[src/rtl/addsub_pkg.sv]
package addsub_pkg;
  localparam int unsigned OPW = 4;

  typedef enum logic {
    OP_ADD = 1'b0,
    OP_SUB = 1'b1
  } op_e;

  typedef struct packed {
    logic carry;
    logic ovf;
    logic odd;
  } flags_t;
endpackage

[src/rtl/addsub_operand.sv]
// Conditions the second operand: passes it through or inverts it for subtraction.
module addsub_operand #(
  parameter int unsigned W = addsub_pkg::OPW
) (
  input  logic [W-1:0] b_i,
  input  addsub_pkg::op_e op_i,
  output logic [W-1:0] bm_o,
  output logic         cin_o
);
  logic inv;
  assign inv = (op_i == addsub_pkg::OP_SUB);

  for (genvar k = 0; k < W; k++) begin : g_inv
    assign bm_o[k] = b_i[k] ^ inv;
  end

  assign cin_o = inv;
endmodule

[src/rtl/addsub_ripple.sv]
// Zero-extended ripple adder: word_o = {0,x} + {0,y} + cin.
module addsub_ripple #(
  parameter int unsigned W = addsub_pkg::OPW
) (
  input  logic [W-1:0] x_i,
  input  logic [W-1:0] y_i,
  input  logic         cin_i,
  output logic [W:0]   word_o
);
  logic [W:0] c;
  assign c[0] = cin_i;

  for (genvar k = 0; k < W; k++) begin : g_fa
    logic p;
    assign p         = x_i[k] ^ y_i[k];
    assign word_o[k] = p ^ c[k];
    assign c[k+1]    = (x_i[k] & y_i[k]) | (p & c[k]);
  end

  assign word_o[W] = c[W];
endmodule

[src/rtl/addsub_flagger.sv]
// Derives result and flags from the internal word.
module addsub_flagger #(
  parameter int unsigned W = addsub_pkg::OPW
) (
  input  logic               a_msb_i,
  input  logic               bm_msb_i,
  input  logic [W:0]         word_i,
  output logic [W-1:0]       result_o,
  output addsub_pkg::flags_t flags_o
);
  always_comb begin
    result_o      = word_i[W-1:0];
    flags_o.carry = word_i[W];
    // a ^ b' ^ s3 ^ c4 collapses to c4 ^ c3
    flags_o.ovf   = a_msb_i ^ bm_msb_i ^ word_i[W] ^ word_i[W-1];
    flags_o.odd   = word_i[0];
  end
endmodule

[src/rtl/addsub_flags.sv]
module addsub_flags #(
  parameter int unsigned W = addsub_pkg::OPW
) (
  input  logic [W-1:0] a_i,
  input  logic [W-1:0] b_i,
  input  logic         sub_i,
  output logic [W-1:0] result_o,
  output logic         carry_o,
  output logic         overflow_o,
  output logic         odd_o
);
  import addsub_pkg::*;

  op_e        op;
  logic [W-1:0] bm;
  logic         cin;
  logic [W:0]   word;
  flags_t       flags;

  assign op = op_e'(sub_i);

  addsub_operand #(.W(W)) u_operand (
    .b_i   (b_i),
    .op_i  (op),
    .bm_o  (bm),
    .cin_o (cin)
  );

  addsub_ripple #(.W(W)) u_ripple (
    .x_i    (a_i),
    .y_i    (bm),
    .cin_i  (cin),
    .word_o (word)
  );

  addsub_flagger #(.W(W)) u_flagger (
    .a_msb_i  (a_i[W-1]),
    .bm_msb_i (bm[W-1]),
    .word_i   (word),
    .result_o (result_o),
    .flags_o  (flags)
  );

  assign carry_o    = flags.carry;
  assign overflow_o = flags.ovf;
  assign odd_o      = flags.odd;
endmodule

[config.mk]
export PLATFORM = sky130hd
export DESIGN_NAME = addsub_flags
export DESIGN_NICKNAME = d
export VERILOG_FILES = /design/src/rtl/addsub_pkg.sv /design/src/rtl/addsub_operand.sv /design/src/rtl/addsub_ripple.sv /design/src/rtl/addsub_flagger.sv /design/src/rtl/addsub_flags.sv
export SDC_FILE = /design/constraint.sdc
export NUM_CORES = 1
export LEC_CHECK = 0
export BUFFER_PORTS_ARGS = -buffer_cell sky130_fd_sc_hd__buf_2
export CAP_MARGIN = 20
export CORE_AREA = 3 3 40 42
export DETAILED_ROUTE_END_ITERATION = 6
export DIE_AREA = 0 0 43 45
export REMOVE_ABC_BUFFERS = 1
export SYNTH_ARGS = -nofsm -noshare
export SYNTH_HDL_FRONTEND = slang
export SYNTH_SLANG_ARGS = --single-unit
export TNS_END_PERCENT = 20
[constraint.sdc]
create_clock -name vclk -period 2.1
set_clock_uncertainty 0.2 [all_clocks]
set_input_delay 0.105 -clock vclk [all_inputs]
set_output_delay 0.105 -clock vclk [all_outputs]
set_load 0.02 [all_outputs]
; Word-level counts from Yosys, hierarchy flattened
; Index checks and enable logic that the tools add are counted.
[word_totals]
regBits = 0
latchBits = 0
ram_bits = 0
romBits = 0
in_bits = 9
output_inout_bits = 7
word_cells = 26
mem_count = 0
[op_classes]
n_addsub = 0
n_mul = 0
n_div = 0
magnitude_cmp = 0
n_eq_ne = 0
shifts = 0
mux = 0
bitwise = 26
reduce_logical = 0
[op_table]
columns = operator, count
row1 = $xor 1x1->1, 14
row2 = $and 1x1->1, 8
row3 = $or 1x1->1, 4

; Depth between registers and ports, before layout
; Gate-level depths: netlist of run 1.
[logic_depth]
ltp_word = 12
ltp_mapped = 6
depth_no_buf = 6

; By module
; A second synthesis of run 1 with hierarchy kept.
[hier_totals]
cells_unflattened = 28
area_unflattened_um2 = 231.5
[modules_own_cells]
columns = module, instances, cells_each, area_per_inst_um2, seq_area_each_um2
row1 = addsub_ripple, 1, 14, 117.6, 0.0
row2 = addsub_flagger, 1, 9, 71.3, 0.0
row3 = addsub_operand, 1, 5, 42.5, 0.0

; Worst setup path before layout of run 1
; Ideal clock, no wire load.
[synth_timing]
path_type = input to output
startpoint = in b_i[1]
endpoint = out overflow_o
arrival_ns = 2.024
required_time_ns = 1.795
slack_ns = -0.229
cell_stages = 6
n_path_buf = 0
path_cell_list = xnor2_1 -> fa_1 -> fa_1 -> inv_1 -> fa_1 -> xor2_1
[synth_via]
elab_cells_between_ends = 12
classes_between = bitwise: 12
[synth_lines]
columns = element, line_no
row1 = start: declaration, addsub_flags.sv:5  ; input logic [W-1:0] b_i,
row2 = $xor 1x1->1 (*), addsub_operand.sv:14  ; assign bm_o[k] = b_i[k] ^ inv;
row3 = $xor 1x1->1, addsub_ripple.sv:15  ; assign p = x_i[k] ^ y_i[k];
row4 = $and 1x1->1, addsub_ripple.sv:17  ; assign c[k+1] = (x_i[k] & y_i[k]) | (p & c[k]);
row5 = $or 1x1->1 (*), addsub_ripple.sv:17
row6 = $and 1x1->1 (*), addsub_ripple.sv:17
row7 = $or 1x1->1 (*), addsub_ripple.sv:17
row8 = $xor 1x1->1 (*), addsub_ripple.sv:16  ; assign word_o[k] = p ^ c[k];
row9 = via result_o[3], addsub_flags.sv:7  ; output logic [W-1:0] result_o,
row10 = $xor 1x1->1 (*), addsub_flagger.sv:15  ; flags_o.ovf = a_msb_i ^ bm_msb_i ^ word_i[W] ^ word_i[W-1];
row11 = end: declaration, addsub_flags.sv:9  ; output logic overflow_o,
; The timed path passes the listed nets; every way through them passes the cells marked *.

; Final worst setup path of run 1
[layout_timing]
startpoint = in sub_i
endpoint = out overflow_o
[layout_via]
elab_chain_len = 12
elab_cells_between_ends = 23
classes_between = bitwise: 23
[layout_rtl]
columns = element, line_no
row1 = start: declaration, addsub_flags.sv:6  ; input logic sub_i,
row2 = $xor 1x1->1, addsub_operand.sv:14
row3 = $xor 1x1->1, addsub_ripple.sv:15
row4 = $and 1x1->1, addsub_ripple.sv:17
row5 = $or 1x1->1, addsub_ripple.sv:17
row6 = $and 1x1->1, addsub_ripple.sv:17
row7 = $or 1x1->1, addsub_ripple.sv:17
row8 = $and 1x1->1, addsub_ripple.sv:17
row9 = $or 1x1->1, addsub_ripple.sv:17
row10 = $and 1x1->1, addsub_ripple.sv:17
row11 = $or 1x1->1, addsub_ripple.sv:17
row12 = $xor 1x1->1, addsub_flagger.sv:15
row13 = $xor 1x1->1 (*), addsub_flagger.sv:15
; Mark *: on every way between the ends. The rest lies on a longest branch, timed or not.

==> results.py, run 1 <==
metrics = {
    "placed_design": {
        "pre_cts_ws_ns": -0.236,
        "dp_cells": 49,
        "place.gp.congestion": 0.640,
        "io_buffers": 16,
    },
    "logic_synthesis": {
        "ys_seq_area_share_pct": 0,
        "synth_cell_types": 6,
        "mappedNetlistArea_sq_um": 160,
        "synth_warnings": 0,
        "synth_area_per_cell_sq_um": 10.0,
        "synthesis.instances": 16,
    },
    "global_route": {
        "antenna_found_initial": 0,
        "grt_pass1_wl_um": 503,
        "grt.overflow.total": 0,
        "grt_max_degree": 4,
        "grt_pass1_vias": 134,
        "track_usage_pct": 3.25,
    },
    "sta": {
        "post-route-period-util_pct": 106,
        "fin_setup_tns_ns": -0.210,
        "tightest_slew_ns": 0.299,
        "fmax_mhz": 451,
        "rsz0062_at_grt": "true",
        "finalWorstSetupSlack_ns": -0.117,
        "min_period_ns": 2.22,
        "finalSetupViolCount": 2,
        "slew_viol_final": 0,
        "slew-limit-headroom_pct": 80.0,
        "hold_viol": 0,
        "hold_slack_ns": 0.409,
    },
    "finish": {
        "n_antenna_cell": 0,
        "n_clock_buffer": 0,
        "seq_cells": 0,
        "synthToLayoutAreaGrowth_pct": 80.5,
        "ff_latch_area_sq_um": 0,
        "drive_above_1_share_pct": 65.7,
        "stdcell_count": 50,
        "final_nets": 50,
    },
    "drt": {
        "first_pass_iters": 1,
        "vias": 153,
        "drtIter0Drc": 0,
        "viasPerCell": 3.06,
        "ant_nets": 0,
        "drc": 0,
        "wl_per_cell_um": 6.80,
        "routed_wl_um": 340,
    },
    "hold_path": {
        "min_path_type": "in2out",
        "hold_start": "a_i[0]",
        "hold_depth": 4,
        "whs_endpoint": "result_o[0]",
    },
    "setup_path": {
        "startpoint_type": "input port",
        "worstPathRequired_ns": 1.79,
        "cp_max_fo": 3,
        "crit_type": "in2out",
        "critPathCaptureType": "output port",
        "cp.arrival_ns": 1.91,
    },
    "status": {
        "status": "complete, but fails checks",
        "violations": "negative setup slack",
    },
    "power": {
        "peakVddDrop_uv": 211,
        "power.density_nw_per_um2": 495,
        "p_leak_uw": 0.000159,
    },
    "floorplanning": {
        "dieArea_sq_um": 1940,
        "dieWidth_um": 43,
        "ioPinCount": 16,
        "core-area_sq_um": 1280,
        "initial_core_util_pct": 12.5,
        "rows": 13,
        "chipHeight_um": 45,
    },
    "job": {
        "drv_cap": 0,
    },
    "clock_network": {
        "hold_buffers": 0,
    },
}
power breakdown:
group,switching (uW),total (uW),internal [uW],leakage (uW)
Sequential,0,0,0,0
Clock,0,0,0,0
Combinational,80.8,143,62.4,0.000159
cell families (layout without fill, tap and decap cells):
family,count (synthesis),in the layout,share of synthesized area (%)
buf+inv,6,25,16.4
xor+xnor,5,5,27.3
fa+ha+maj,4,4,50.0
mux,1,1,6.25
layer usage:
| layer | wire [um] | track usage, % |
|---|---|---|
| met5 | 0 | 0 |
| met4 | 0 | 0 |
| met3 | 63 | 0.398 |
| met2 | 129 | 6.29 |
| met1 | 148 | 4.11 |
worst max path at each step:
| stage | slack [ns] | to | start |
|---|---|---|---|
| 6_report | -0.12 | overflow_o | sub_i |
| 3_5_place_dp | -0.24 | overflow_o | sub_i |
| 5_1_grt | -0.20 | overflow_o | sub_i |
| 4_1_cts | -0.15 | overflow_o | sub_i |
| 2_1_floorplan | -0.23 | overflow_o | b_i[1] |
| 3_3_place_gp | -0.22 | overflow_o | sub_i |
through the flow:
stage | area (sq um) | util (%) | total power (uW)
floorplan | 153 | - | 83.9
global placement | 274 | 21.3 | 127
detailed placement | 274 | 21.3 | 130
CTS | 282 | 21.9 | 139
global route | 289 | 22.5 | 159
finish | 289 | 22.5 | 143
placed cells by master, fill, tap and decap left out, drive strengths merged:
master / n
buf: 20
fa: 4
inv: 5
mux2i: 1
xnor2: 2
xor2: 3
synth_stat cells:
| cell type | instances | share of area (%) |
|---|---|---|
| inv_1 | 5 | 12 |
| xnor2_1 | 2 | 11 |
| mux2i_1 | 1 | 6.3 |
| buf_4 | 1 | 4.7 |
| xor2_1 | 3 | 16 |
| fa_1 | 4 | 50 |
worst max-delay path, stage by stage:
cell,delay (ns)
buf_2,0.12
xnor2_1,0.14
fa_2,0.36
fa_2,0.36
inv_2,0.06
fa_1,0.44
xor2_1,0.16
buf_4,0.16
final cells by class:
| class | instances | area [sq um] |
|---|---|---|
| timing repair buffer | 20 | 113 |
| fill | 147 | 996 |
| tap | 15 | 18.8 |
| multi-input combinational | 10 | 139 |
| inverter | 5 | 18.8 |
timing repair:
action	4_1_cts	5_1_grt
gates cloned	0	0
setup buffers	0	1
endpoints found under the setup margin	2	2
pin swaps	2	2
gates resized for setup	4	0
(Power assumes the default switching activity.)
==> run 2: changes to the inputs <==
--- a/config.mk
+++ b/config.mk
@@ -7,9 +7,9 @@
 export LEC_CHECK = 0
 export BUFFER_PORTS_ARGS = -buffer_cell sky130_fd_sc_hd__buf_2
 export CAP_MARGIN = 20
-export CORE_AREA = 3 3 40 42
+export CORE_AREA = 2 2 39 41
 export DETAILED_ROUTE_END_ITERATION = 6
-export DIE_AREA = 0 0 43 45
+export DIE_AREA = 0 0 41 43
 export REMOVE_ABC_BUFFERS = 1
 export SYNTH_ARGS = -nofsm -noshare
 export SYNTH_HDL_FRONTEND = slang
==> results.py, run 2 (same netlist as run 1, synthesis figures left out) <==
metrics = {
    "placed_design": {
        "dp_cells": 49,
        "hpwl_um": 315,
        "io_buffers": 16,
        "pre_cts_ws_ns": -0.251,
        "place.gp.congestion": 0.565,
    },
    "sta": {
        "finalSetupViolCount": 1,
        "hold_viol": 0,
        "slew-limit-headroom_pct": 78.7,
        "min_period_ns": 2.18,
        "tightest_slew_ns": 0.318,
        "fmax_mhz": 459,
        "fin_setup_tns_ns": -0.0791,
        "finalWorstSetupSlack_ns": -0.0791,
        "post-route-period-util_pct": 104,
        "rsz0062_at_grt": "true",
        "slew_viol_final": 0,
    },
    "floorplanning": {
        "dieArea_sq_um": 1760,
        "dieWidth_um": 41,
        "core-area_sq_um": 1380,
        "ioPinCount": 16,
        "chipHeight_um": 43,
        "rows": 14,
        "initial_core_util_pct": 11.6,
    },
    "hold_path": {
        "min_path_type": "in2out",
        "hold_start": "a_i[0]",
    },
    "setup_path": {
        "worstPathRequired_ns": 1.79,
        "crit_type": "in2out",
        "startpoint_type": "input port",
        "crit_path_start": "sub_i",
        "cp.arrival_ns": 1.87,
        "cp_max_fo": 3,
        "critPathCaptureType": "output port",
    },
    "finish": {
        "stdcell_count": 49,
        "synthToLayoutAreaGrowth_pct": 93.7,
        "fin_util_pct": 22.4,
        "mostFrequentLayoutCell": "buf_2",
        "n_antenna_cell": 0,
        "final_nets": 48,
        "drive_above_1_share_pct": 66.7,
        "ff_latch_area_sq_um": 0,
        "multi_input_area_sq_um": 158,
        "seq_cells": 0,
        "n_fill_cell": 153,
        "layout_common_cells": "buf_2, inv_1, xor2_1, buf_4",
        "n_clock_buffer": 0,
    },
    "drt": {
        "viasPerCell": 3.10,
        "wl_per_cell_um": 7.02,
        "drc": 0,
        "ant_nets": 0,
        "first_pass_iters": 1,
        "drtIter0Drc": 0,
        "vias": 152,
        "routed_wl_um": 344,
    },
    "global_route": {
        "grt.overflow.total": 0,
        "track_usage_pct": 3.62,
        "globalRouteMet2Util_pct": 6.88,
        "gr-usage-met3_pct": 1.05,
        "grt_pass1_vias": 135,
        "grt_max_degree": 4,
        "antenna_found_initial": 0,
        "grt_use_met1_pct": 3.88,
        "top_usage_layer": "met2",
        "grt_pass1_wl_um": 462,
    },
    "status": {
        "violations": "negative setup slack",
        "status": "complete, but fails checks",
    },
    "power": {
        "peakVddDrop_uv": 284,
        "power.density_nw_per_um2": 459,
        "p_leak_uw": 0.000162,
    },
    "job": {
        "drv_cap": 0,
    },
    "clock_network": {
        "hold_buffers": 0,
    },
}
-- run 2: cell types whose count changed in the layout (fill, tap and decap cells not counted), sizes merged --
| cell | before | now |
|---|---|---|
| buf | 20 | 18 |
-- run 2: area by class of cell --
| class | instances | area share [%] |
|---|---|---|
| Inverter | 5 | 6.05 |
| Timing Repair Buffer | 18 | 36.7 |
| Tap cell | 16 | 6.45 |
| Multi-Input combinational cell | 10 | 50.8 |
-- run 2: worst paths after layout --
| check | endpoint | slack, ns | depth (start not counted) |
|---|---|---|---|
| worst max-delay path | overflow_o | -0.08 | 8 |
| worst min-delay path | result_o[0] | 0.33 | 3 |
-- run 2: power breakdown --
group | total, uW | internal [uW] | leakage, uW | switching [uW]
Clock | 0 | 0 | 0 | 0
Combinational | 142 | 61.3 | 0.000162 | 81.0
Sequential | 0 | 0 | 0 | 0
Total | 142 | 61.3 | 0.000162 | 81.0
-- run 2: what timing repair did --
item,CTS,global route
buffers inserted,0,0
resized for setup,9,1
setup endpoints to repair,2,1
pin swaps,1,0
-- run 2: metrics by stage --
stage	hold slack [ns]	power [uW]	cell area [sq um]
after global placement	0.322	126	268
final	0.327	142	310
after global routing	0.375	157	310
after CTS	0.329	141	299
after floorplan	0.230	83.9	153
after detailed placement	0.328	127	268
-- run 2: worst max-delay path: stages --
cell and delay (ns):
buf_8 0.11, xnor2_4 0.13, fa_2 0.36, fa_2 0.37, inv_2 0.07, fa_1 0.42
xor2_1 0.16, buf_4 0.16
-- run 2: per-layer routing --
metal	part of all wire, %	up-vias	wire [um]
met1	39	60	133
li1	-	76	-
met5	0	-	0
met2	39	16	135
met3	22	0	75
met4	0	0	0
